**config.mk**
```make
export PLATFORM = sky130hd
export DESIGN_NAME = fld_motion_acc
export DESIGN_NICKNAME = d
export VERILOG_FILES = /design/src/rtl/fma_pkg.sv /design/src/rtl/fma_diff.sv /design/src/rtl/fma_edge.sv /design/src/rtl/fma_accum.sv /design/src/rtl/fma_result.sv /design/src/rtl/fld_motion_acc.sv
export SDC_FILE = /design/constraint.sdc
export NUM_CORES = 1
export LEC_CHECK = 0
export ABC_AREA = 0
export BUFFER_PORTS_ARGS = -buffer_cell sky130_fd_sc_hd__buf_2
export CAP_MARGIN = 20
export CORE_MARGIN = 8
export CORE_UTILIZATION = 49
export DETAILED_ROUTE_END_ITERATION = 7
export PLACE_DENSITY = 0.78
export SETUP_SLACK_MARGIN = 0.4
export SLEW_MARGIN = 20
export SYNTH_ARGS = -nofsm -noshare
export SYNTH_HDL_FRONTEND = slang
export SYNTH_SLANG_ARGS = --single-unit
```
**constraint.sdc**
```tcl
create_clock -name clk -period 2 [get_ports clk]
set_clock_uncertainty 0.05 [all_clocks]
set_input_delay 0.3 -clock clk [delete_from_list [all_inputs] [get_ports clk]]
set_output_delay 0.3 -clock clk [all_outputs]
set_load 0.005 [all_outputs]
```
**src/rtl/fma_pkg.sv**
```systemverilog
`timescale 1ns/1ps
package fma_pkg;
   localparam int unsigned FMA_PIX_W    = 8;
   localparam int unsigned FMA_CMP_BITS = 4;
   localparam int unsigned FMA_ACC_W    = 24;
   localparam int unsigned FMA_RES_W    = 16;

   // largest difference that a compare of n bits can produce
   function automatic int unsigned fma_max_step(input int unsigned n);
      return (1 << n) - 1;
   endfunction
endpackage

```
**src/rtl/fma_diff.sv**
```systemverilog
`timescale 1ns/1ps
module fma_diff #(
   parameter int unsigned PIX_W    = 8,
   parameter int unsigned CMP_BITS = 4
) (
   input  logic                clk,
   input  logic                rst_n,
   input  logic                vid_act,
   input  logic [PIX_W-1:0]    luma_now,
   input  logic [PIX_W-1:0]    luma_old,
   output logic                d_vld,
   output logic [CMP_BITS-1:0] d_mag
);
   localparam int unsigned TOP = PIX_W - 1;

   logic [CMP_BITS-1:0] nib_now, nib_old, mag_c;

   assign nib_now = luma_now[TOP -: CMP_BITS];
   assign nib_old = luma_old[TOP -: CMP_BITS];
   assign mag_c   = (nib_now >= nib_old) ? (nib_now - nib_old) : (nib_old - nib_now);

   always_ff @(posedge clk or negedge rst_n) begin
      if (!rst_n) begin
         d_vld <= 1'b0;
         d_mag <= '0;
      end else begin
         d_vld <= vid_act;
         d_mag <= vid_act ? mag_c : '0;
      end
   end

   // blanked pixels never reach the adder
   assert_blank_ignored_R2: assert property (@(posedge clk) disable iff (!rst_n)
      !vid_act |=> (!d_vld && d_mag == '0));

   // equal upper bits give a zero step whatever the low bits are
   assert_low_bits_ignored_R3: assert property (@(posedge clk) disable iff (!rst_n)
      (vid_act && luma_now[TOP -: CMP_BITS] == luma_old[TOP -: CMP_BITS]) |=> d_mag == '0);
endmodule

```
**src/rtl/fma_edge.sv**
```systemverilog
`timescale 1ns/1ps
module fma_edge (
   input  logic clk,
   input  logic rst_n,
   input  logic stb_in,
   output logic rise
);
   logic stb_q;

   always_ff @(posedge clk or negedge rst_n) begin
      if (!rst_n) stb_q <= 1'b0;
      else        stb_q <= stb_in;
   end

   assign rise = stb_in & ~stb_q;

   // a held strobe yields one transfer only
   assert_single_rise_R7: assert property (@(posedge clk) disable iff (!rst_n)
      rise |=> !rise);
endmodule

```
**src/rtl/fma_accum.sv**
```systemverilog
`timescale 1ns/1ps
module fma_accum #(
   parameter int unsigned STEP_W   = 4,
   parameter int unsigned ACC_W    = 24,
   parameter bit          SATURATE = 1'b1
) (
   input  logic              clk,
   input  logic              rst_n,
   input  logic              clear,
   input  logic              add_vld,
   input  logic [STEP_W-1:0] add_val,
   output logic [ACC_W-1:0]  acc
);
   localparam logic [ACC_W-1:0] FULL = {ACC_W{1'b1}};

   logic [ACC_W:0]   sum;
   logic [ACC_W-1:0] nxt;

   assign sum = {1'b0, acc} + {{(ACC_W + 1 - STEP_W){1'b0}}, add_val};

   generate
      if (SATURATE) begin : g_sat
         assign nxt = sum[ACC_W] ? FULL : sum[ACC_W-1:0];
      end else begin : g_wrap
         assign nxt = sum[ACC_W-1:0];
      end
   endgenerate

   always_ff @(posedge clk or negedge rst_n) begin
      if (!rst_n)       acc <= '0;
      else if (clear)   acc <= '0;
      else if (add_vld) acc <= nxt;
   end

   // the strobe edge restarts the field total
   assert_restart_on_strobe_R6: assert property (@(posedge clk) disable iff (!rst_n)
      clear |=> acc == '0);

   generate
      if (SATURATE) begin : g_sat_chk
         // a full total stays full until the next restart
         assert_no_overflow_R10: assert property (@(posedge clk) disable iff (!rst_n)
            (acc == FULL && !clear) |=> acc == FULL);
         // without a restart the total never falls
         assert_monotonic_R10: assert property (@(posedge clk) disable iff (!rst_n)
            !clear |=> acc >= $past(acc));
      end
   endgenerate
endmodule

```
**src/rtl/fma_result.sv**
```systemverilog
`timescale 1ns/1ps
module fma_result #(
   parameter int unsigned RES_W = 16
) (
   input  logic             clk,
   input  logic             rst_n,
   input  logic             load,
   input  logic [RES_W-1:0] load_val,
   input  logic             rd,
   output logic [RES_W-1:0] res
);
   always_ff @(posedge clk or negedge rst_n) begin
      if (!rst_n)    res <= '0;
      else if (load) res <= load_val;
      else if (rd)   res <= '0;
   end

   // a lone read empties the register
   assert_read_clears_R8: assert property (@(posedge clk) disable iff (!rst_n)
      (rd && !load) |=> res == '0);

   // a transfer lands even with a read on the same edge
   assert_transfer_wins_R9: assert property (@(posedge clk) disable iff (!rst_n)
      load |=> res == $past(load_val));

   // between events the register holds
   assert_hold_R5: assert property (@(posedge clk) disable iff (!rst_n)
      (!load && !rd) |=> $stable(res));
endmodule

```
**src/rtl/fld_motion_acc.sv**
```systemverilog
`timescale 1ns/1ps
module fld_motion_acc #(
   parameter int unsigned PIX_W    = fma_pkg::FMA_PIX_W,
   parameter int unsigned CMP_BITS = fma_pkg::FMA_CMP_BITS,
   parameter int unsigned ACC_W    = fma_pkg::FMA_ACC_W,
   parameter int unsigned RES_W    = fma_pkg::FMA_RES_W,
   parameter bit          SATURATE = 1'b1
) (
   input  logic             clk,
   input  logic             rst_n,
   input  logic             vid_act,
   input  logic [PIX_W-1:0] luma_now,
   input  logic [PIX_W-1:0] luma_old,
   input  logic             fld_stb,
   input  logic             rd_stb,
   output logic [RES_W-1:0] rd_data
);
   localparam int unsigned MAX_STEP = fma_pkg::fma_max_step(CMP_BITS);

   initial begin
      assert (CMP_BITS >= 1 && CMP_BITS <= PIX_W)
         else $error("CMP_BITS must lie in 1..PIX_W");
      assert (RES_W >= 1 && RES_W <= ACC_W)
         else $error("RES_W must lie in 1..ACC_W");
      assert (ACC_W > CMP_BITS)
         else $error("ACC_W must exceed CMP_BITS");
   end

   logic                step_vld;
   logic [CMP_BITS-1:0] step_mag;
   logic                stb_rise;
   logic [ACC_W-1:0]    total;
   logic [RES_W-1:0]    total_hi;

   fma_diff #(.PIX_W(PIX_W), .CMP_BITS(CMP_BITS)) u_diff (
      .clk(clk), .rst_n(rst_n), .vid_act(vid_act),
      .luma_now(luma_now), .luma_old(luma_old),
      .d_vld(step_vld), .d_mag(step_mag)
   );

   fma_edge u_edge (
      .clk(clk), .rst_n(rst_n), .stb_in(fld_stb), .rise(stb_rise)
   );

   fma_accum #(.STEP_W(CMP_BITS), .ACC_W(ACC_W), .SATURATE(SATURATE)) u_acc (
      .clk(clk), .rst_n(rst_n), .clear(stb_rise),
      .add_vld(step_vld), .add_val(step_mag), .acc(total)
   );

   assign total_hi = total[ACC_W-1 -: RES_W];

   fma_result #(.RES_W(RES_W)) u_res (
      .clk(clk), .rst_n(rst_n), .load(stb_rise), .load_val(total_hi),
      .rd(rd_stb), .res(rd_data)
   );

   // one pixel never adds more than the largest nibble difference
   assert_step_bound_R4: assert property (@(posedge clk) disable iff (!rst_n)
      (!stb_rise && !(&total)) |=> (total - $past(total)) <= ACC_W'(MAX_STEP));

   // reset leaves an empty result
   always_ff @(posedge clk) begin
      if (!rst_n) assert_reset_empty_R1: assert (rd_data == '0);
   end
endmodule

```
**Yosys cells after proc, flatten, opt, wreduce, memory -nomap -nowiden**

Cells that the tools add are included.

- Bits in registers: 46
- Bits in latches: 0
- RAM bits: 0
- ROM bits: 0
- Input bits: 21
- Memories: 0

- $add $sub $neg: 3
- Multiply operators: 0
- Divide/modulo/power cells: 0
- Order comparisons: 1
- Equal/unequal tests: 0
- Shift-type cells: 0
- Multiplexer cells: 7
- Bitwise gates (word level): 2
- Reductions and logical operators: 2

Operator list:

| operator | count |
|---|---|
| 2-to-1 mux 24 bit | 3 |
| 2-to-1 mux 16 bit | 2 |
| adder 24 x 4 -> 25 bit | 1 |
| 2-to-1 mux 4 bit | 2 |
| subtractor 4 bit | 2 |
| >= comparator 4 bit | 1 |
| nonzero test 2 bit | 2 |
| AND 1 bit | 1 |
| inverter 1 bit | 1 |

**Depth between registers and ports, before layout**

- Depth after elaboration: 4
- Depth in mapped cells: 9
- Mapped depth without buffers: 9

**Modules after synthesis**

From an unflattened synthesis, not the netlist that was laid out.

- Cell total of the unflattened synthesis: 261
- Area, all modules: 2683.8 µm²

By module, submodules not included:

| module | times used | cells an instance | area an instance (µm²) |
|---|---|---|---|
| fma_accum | 1 | 173 | 1575.3 |
| fma_result | 1 | 36 | 595.6 |
| fma_diff | 1 | 50 | 474.2 |
| fma_edge | 1 | 2 | 38.8 |

**Worst setup path before layout**

No wires, ideal clock.

- Kind: reg2reg
- Start point: reg u_diff.d_mag[0]
- End point: reg u_acc.acc[14]
- Data arrival time: 1.904 ns
- Data required time: 1.812 ns
- Setup slack: -0.092 ns
- Stages on the path, launching flop included: 9
- Path buffers: 1
- Cells stage by stage: dfrtp_1 > ha_1 > fa_1 > nand3_1 > and2_1 > nor3_4 > buf_6 > nor4b_1 > a211oi_2

- Word-level cells in the longest chain between the ends: 4

Ends and longest elaborated chain:

| element | line | RTL |
|---|---|---|
| from (decl) | fma_diff.sv:12 | `output logic [CMP_BITS-1:0] d_mag` |
| from (signal assigned) | fma_diff.sv:28 | `d_mag <= vid_act ? mag_c : '0;` |
| adder 24 x 4 -> 25 bit | fma_accum.sv:19 | `assign sum = {1'b0, acc} + {{(ACC_W + 1 - STEP_W){1'b0}}, add_val};` |
| 2-to-1 mux 24 bit | fma_accum.sv:23 | `assign nxt = sum[ACC_W] ? FULL : sum[ACC_W-1:0];` |
| 2-to-1 mux 24 bit | fma_accum.sv:32 | `else if (add_vld) acc <= nxt;` |
| 2-to-1 mux 24 bit | fma_accum.sv:31 | `else if (clear) acc <= '0;` |
| to (signal assigned) | fma_accum.sv:32 |  |
| to (decl) | fma_accum.sv:12 | `output logic [ACC_W-1:0] acc` |

Every way passes these cells. The select of a mux whose other input is x is not followed.
A chain may end at the register's enable or synchronous reset.

**Worst setup path in the final report**

- Start point: reg u_acc.acc[13]
- End point: reg u_acc.acc[12]

- Word-level cells in the longest chain between the ends: 4

Ends and longest elaborated chain:

| element | line |
|---|---|
| adder 24 x 4 -> 25 bit | fma_accum.sv:19 |
| 2-to-1 mux 24 bit | fma_accum.sv:23 |
| 2-to-1 mux 24 bit | fma_accum.sv:32 |
| 2-to-1 mux 24 bit | fma_accum.sv:31 |

Every way passes these cells. The select of a mux whose other input is x is not followed.

==> run_results.csv <==
group,metric,value,unit
outcome,status,"complete, but fails checks",
outcome,failed_checks,"negative setup slack",
floorplanning,coreArea,0.00511,mm²
critical_path,start_kind,"register",
layout,multi_input_area,0.00158,mm²
place,placed_cells,385,
min_path,hold_class,"in -> reg",
layout,finalNonFillerCells,408,
yosys,synth-seq-cells,46,
clocking,clkLatencyLatePin,0.30,ns
yosys,synth-edff-count,0,
sta,tightest_slew,0.406,ns
critical_path,cp_slowest_cell,"or4_4",
yosys,ys_seq_area_share,44.3,%
place,gp_congestion,0.849,
layout,nets,372,
layout,fillers,403,
layout,final_area,0.00350,mm²
route,totalWireLength,6600,µm
power,powerDensity,629,mW/mm²
sta,relSlewSlack,72.8,%
job,cap_violations,0,
critical_path,crit_buf_inv,1,
floorplanning,dieArea,0.00788,mm²
clocking,cts_buffers,5,
layout,fin_util,68.6,%
yosys,synth_commonest_cells,"46 x dfrtp_1, 38 x nand2_1, 17 x inv_1",
global_routing,grt_max_degree,33,
yosys,synthArstFlopShare,100,%
route,via_per_inst,5.67,
route,route.detailed.drc,0,
sta,finalCritPeriodShare,101,%
critical_path,cp_top_family,"simple AND/OR/NAND/NOR gates",
floorplanning,die_h,88.8,µm
sta,finalCriticalPeriod,2.02,ns
layout,syn2layout_area_growth,34.9,%
clocking,clock_sinks,46,
yosys,synth_top_area_share,44.3,%
power,fin_total_pwr,0.00220,W
floorplanning,ioPinCount,37,
place,hpwl,4270,µm
yosys,syn_nets,307,
yosys,synth_area_per_cell,9.55,µm²
sta,clock.fmax,496,MHz
yosys,yosys.area.top_type,"dfrtp_1",
sta,finalSetupViolations,5,
floorplanning,num_rows,26,
critical_path,cpPeakStageDelay,0.56,ns
floorplanning,start_util,50.8,%
route,vias,2315,
yosys,syn_area,0.00260,mm²
sta,holdWs,0.0837,ns
global_routing,grt_pass1_vias,2447,
critical_path,crit_chain,"nand4_1 -> or4_4 -> nor3_4 -> buf_6 -> nor3_2 -> a211oi_2",
layout,diodes,0,
global_routing,grt_pass1_wl,10700,µm
power,p_leak,1.62,nW
floorplanning,die_w,88.8,µm
critical_path,required,2.17,ns
sta,finalMaxSlewViolations,0,
route,wl_per_cell,16.2,µm
place,portBuffers,28,
global_routing,track_usage,17.4,%
sta,finalHoldViolCount,0,
route,initialDrtViolationCount,163,
critical_path,critPathMaxFanout,7,
yosys,yosysWarnings,0,
yosys,synth_most_common_cell,"dfrtp_1",
global_routing,antenna_found_initial,0,
yosys,synth.top_cells.by_area,"dfrtp_1 44%, nand2_1 5.5%, ha_1 5.3%",
sta,setup_ws,-0.0163,ns
layout,register_area,0.00115,mm²
clocking,ctsRootBufferMaster,"clkbuf_8",
sta,rsz0062_at_grt,"true",
yosys,synth.distinct_cells,46,
route,drtPass1Iterations,4,
layout,drive_above_1_share,39.9,%
global_routing,grt-ovfl-total,0,
critical_path,critPathKind,"reg -> reg",
clocking,htreeDepth,2,
place,dpl_cell_area,0.00305,mm²
clocking,cts.clk_slew.worst_paths,0.08,ns
critical_path,cp-end-kind,"register",
critical_path,worstPathArrival,2.18,ns
route,ant_nets,0,
clocking,cts_tree,"done",
power,peakVddDrop,351,µV
yosys,synth_flop_cell,"dfrtp_1",
yosys,synthCells,272,
clocking,clock_path_buffers,2,
-- power by group --
group	leakage [nW]	switching [W]	internal [W]
sequential	0.625	0.0000420	0.000971
clock	0.0575	0.000309	0.000349
combinational	0.939	0.000272	0.000259
total	1.62	0.000623	0.00158
-- cell usage in the layout (no fill, tap or decap), types with 4 or more instances in the layout --
| cell | count |
|---|---|
| nor3_1 | 5 |
| ha_1 | 5 |
| nand4_1 | 5 |
| o21ai_0 | 8 |
| a21oi_1 | 10 |
| a311oi_1 | 5 |
| nand3b_1 | 16 |
| buf_6 | 4 |
| a21oi_2 | 4 |
| and2_1 | 5 |
| nand2_1 | 35 |
| buf_4 | 38 |
| a31oi_1 | 6 |
| clkbuf_8 | 8 |
| a211oi_2 | 6 |
| inv_1 | 14 |
| buf_2 | 27 |
| and3_1 | 5 |
| ha_4 | 6 |
| dfrtp_1 | 45 |
| nor2b_1 | 6 |
| nor2_1 | 7 |
-- state kept, by name, indices dropped and copies added, names as in the netlist --
register / cells
u_diff.d_vld: 1
u_edge.stb_q: 1
u_diff.d_mag: 4
u_acc.acc: 24
u_res.res: 16
-- through the flow --
| stage | setup WS, ns | setup TNS (ns) |
|---|---|---|
| 3_3_place_gp | -0.0264 | -0.0264 |
| 6_report | -0.0163 | -0.0537 |
| 5_1_grt | -0.133 | -0.990 |
| 2_1_floorplan | 0.120 | 0 |
| 4_1_cts | 0.0655 | 0 |
| 3_5_place_dp | -0.0881 | -0.112 |
-- routing by layer --
layer  wire length (µm)  track usage (%)  up-vias  share of wire (%)
met5                  0                0        -                  0
met4                121             7.68        0                1.8
met3                291             2.97       10                4.4
met2               3590             33.0       70                 54
met1               2600             18.0     1132                 39
li1                   -                -     1103                  -
-- cell type report --
type | instances | share of cell area (%)
Timing Repair Buffer | 71 | 14.1
Tap cell | 70 | 2.50
Multi-Input combinational cell | 196 | 45.1
Inverter | 17 | 2.18
Clock buffer | 8 | 3.14
Sequential cell | 46 | 32.9
-- path summary, 6_finish.rpt --
path                                from       endpoint  slack (ns)  cells past startpoint
max                        u_acc.acc[13]  u_acc.acc[12]       -0.02                      6
min                              fld_stb   u_edge.stb_q        0.08                      1
max reg2reg                u_acc.acc[13]  u_acc.acc[12]       -0.02                      6
min reg2reg                u_res.res[10]  u_res.res[10]        0.46                      2
max in group asynchronous          rst_n   u_res.res[0]        1.00                      3
min in group asynchronous          rst_n  u_res.res[10]        0.36                      2
-- logic make-up after synthesis --
group | after synthesis | share of synthesized area, %
buffers and inverters | 30 | 4.96
DFF | 46 | 44.3
and+or+nand+nor | 117 | 25.6
AOI/OAI and AO/OA | 60 | 15.7
adders and majority gates | 14 | 7.61
muxes | 2 | 0.771
xor gates and xnor gates | 3 | 1.01
-- worst register-to-register path, cell delays in order, from the launching register on --
cell	delay (ns)
dfrtp_1	0.39
nand4_1	0.14
or4_4	0.56
nor3_4	0.34
buf_6	0.21
nor3_2	0.05
a211oi_2	0.19
-- timing repair --
action,CTS,global route
setup buffers,10,4
setup endpoints to repair,27,27
gates resized for setup,26,24
hold buffers,1,0
gates cloned,0,0
hold endpoints to repair,12,0
pin swaps,26,21
Power figures use the tool's default switching activity.
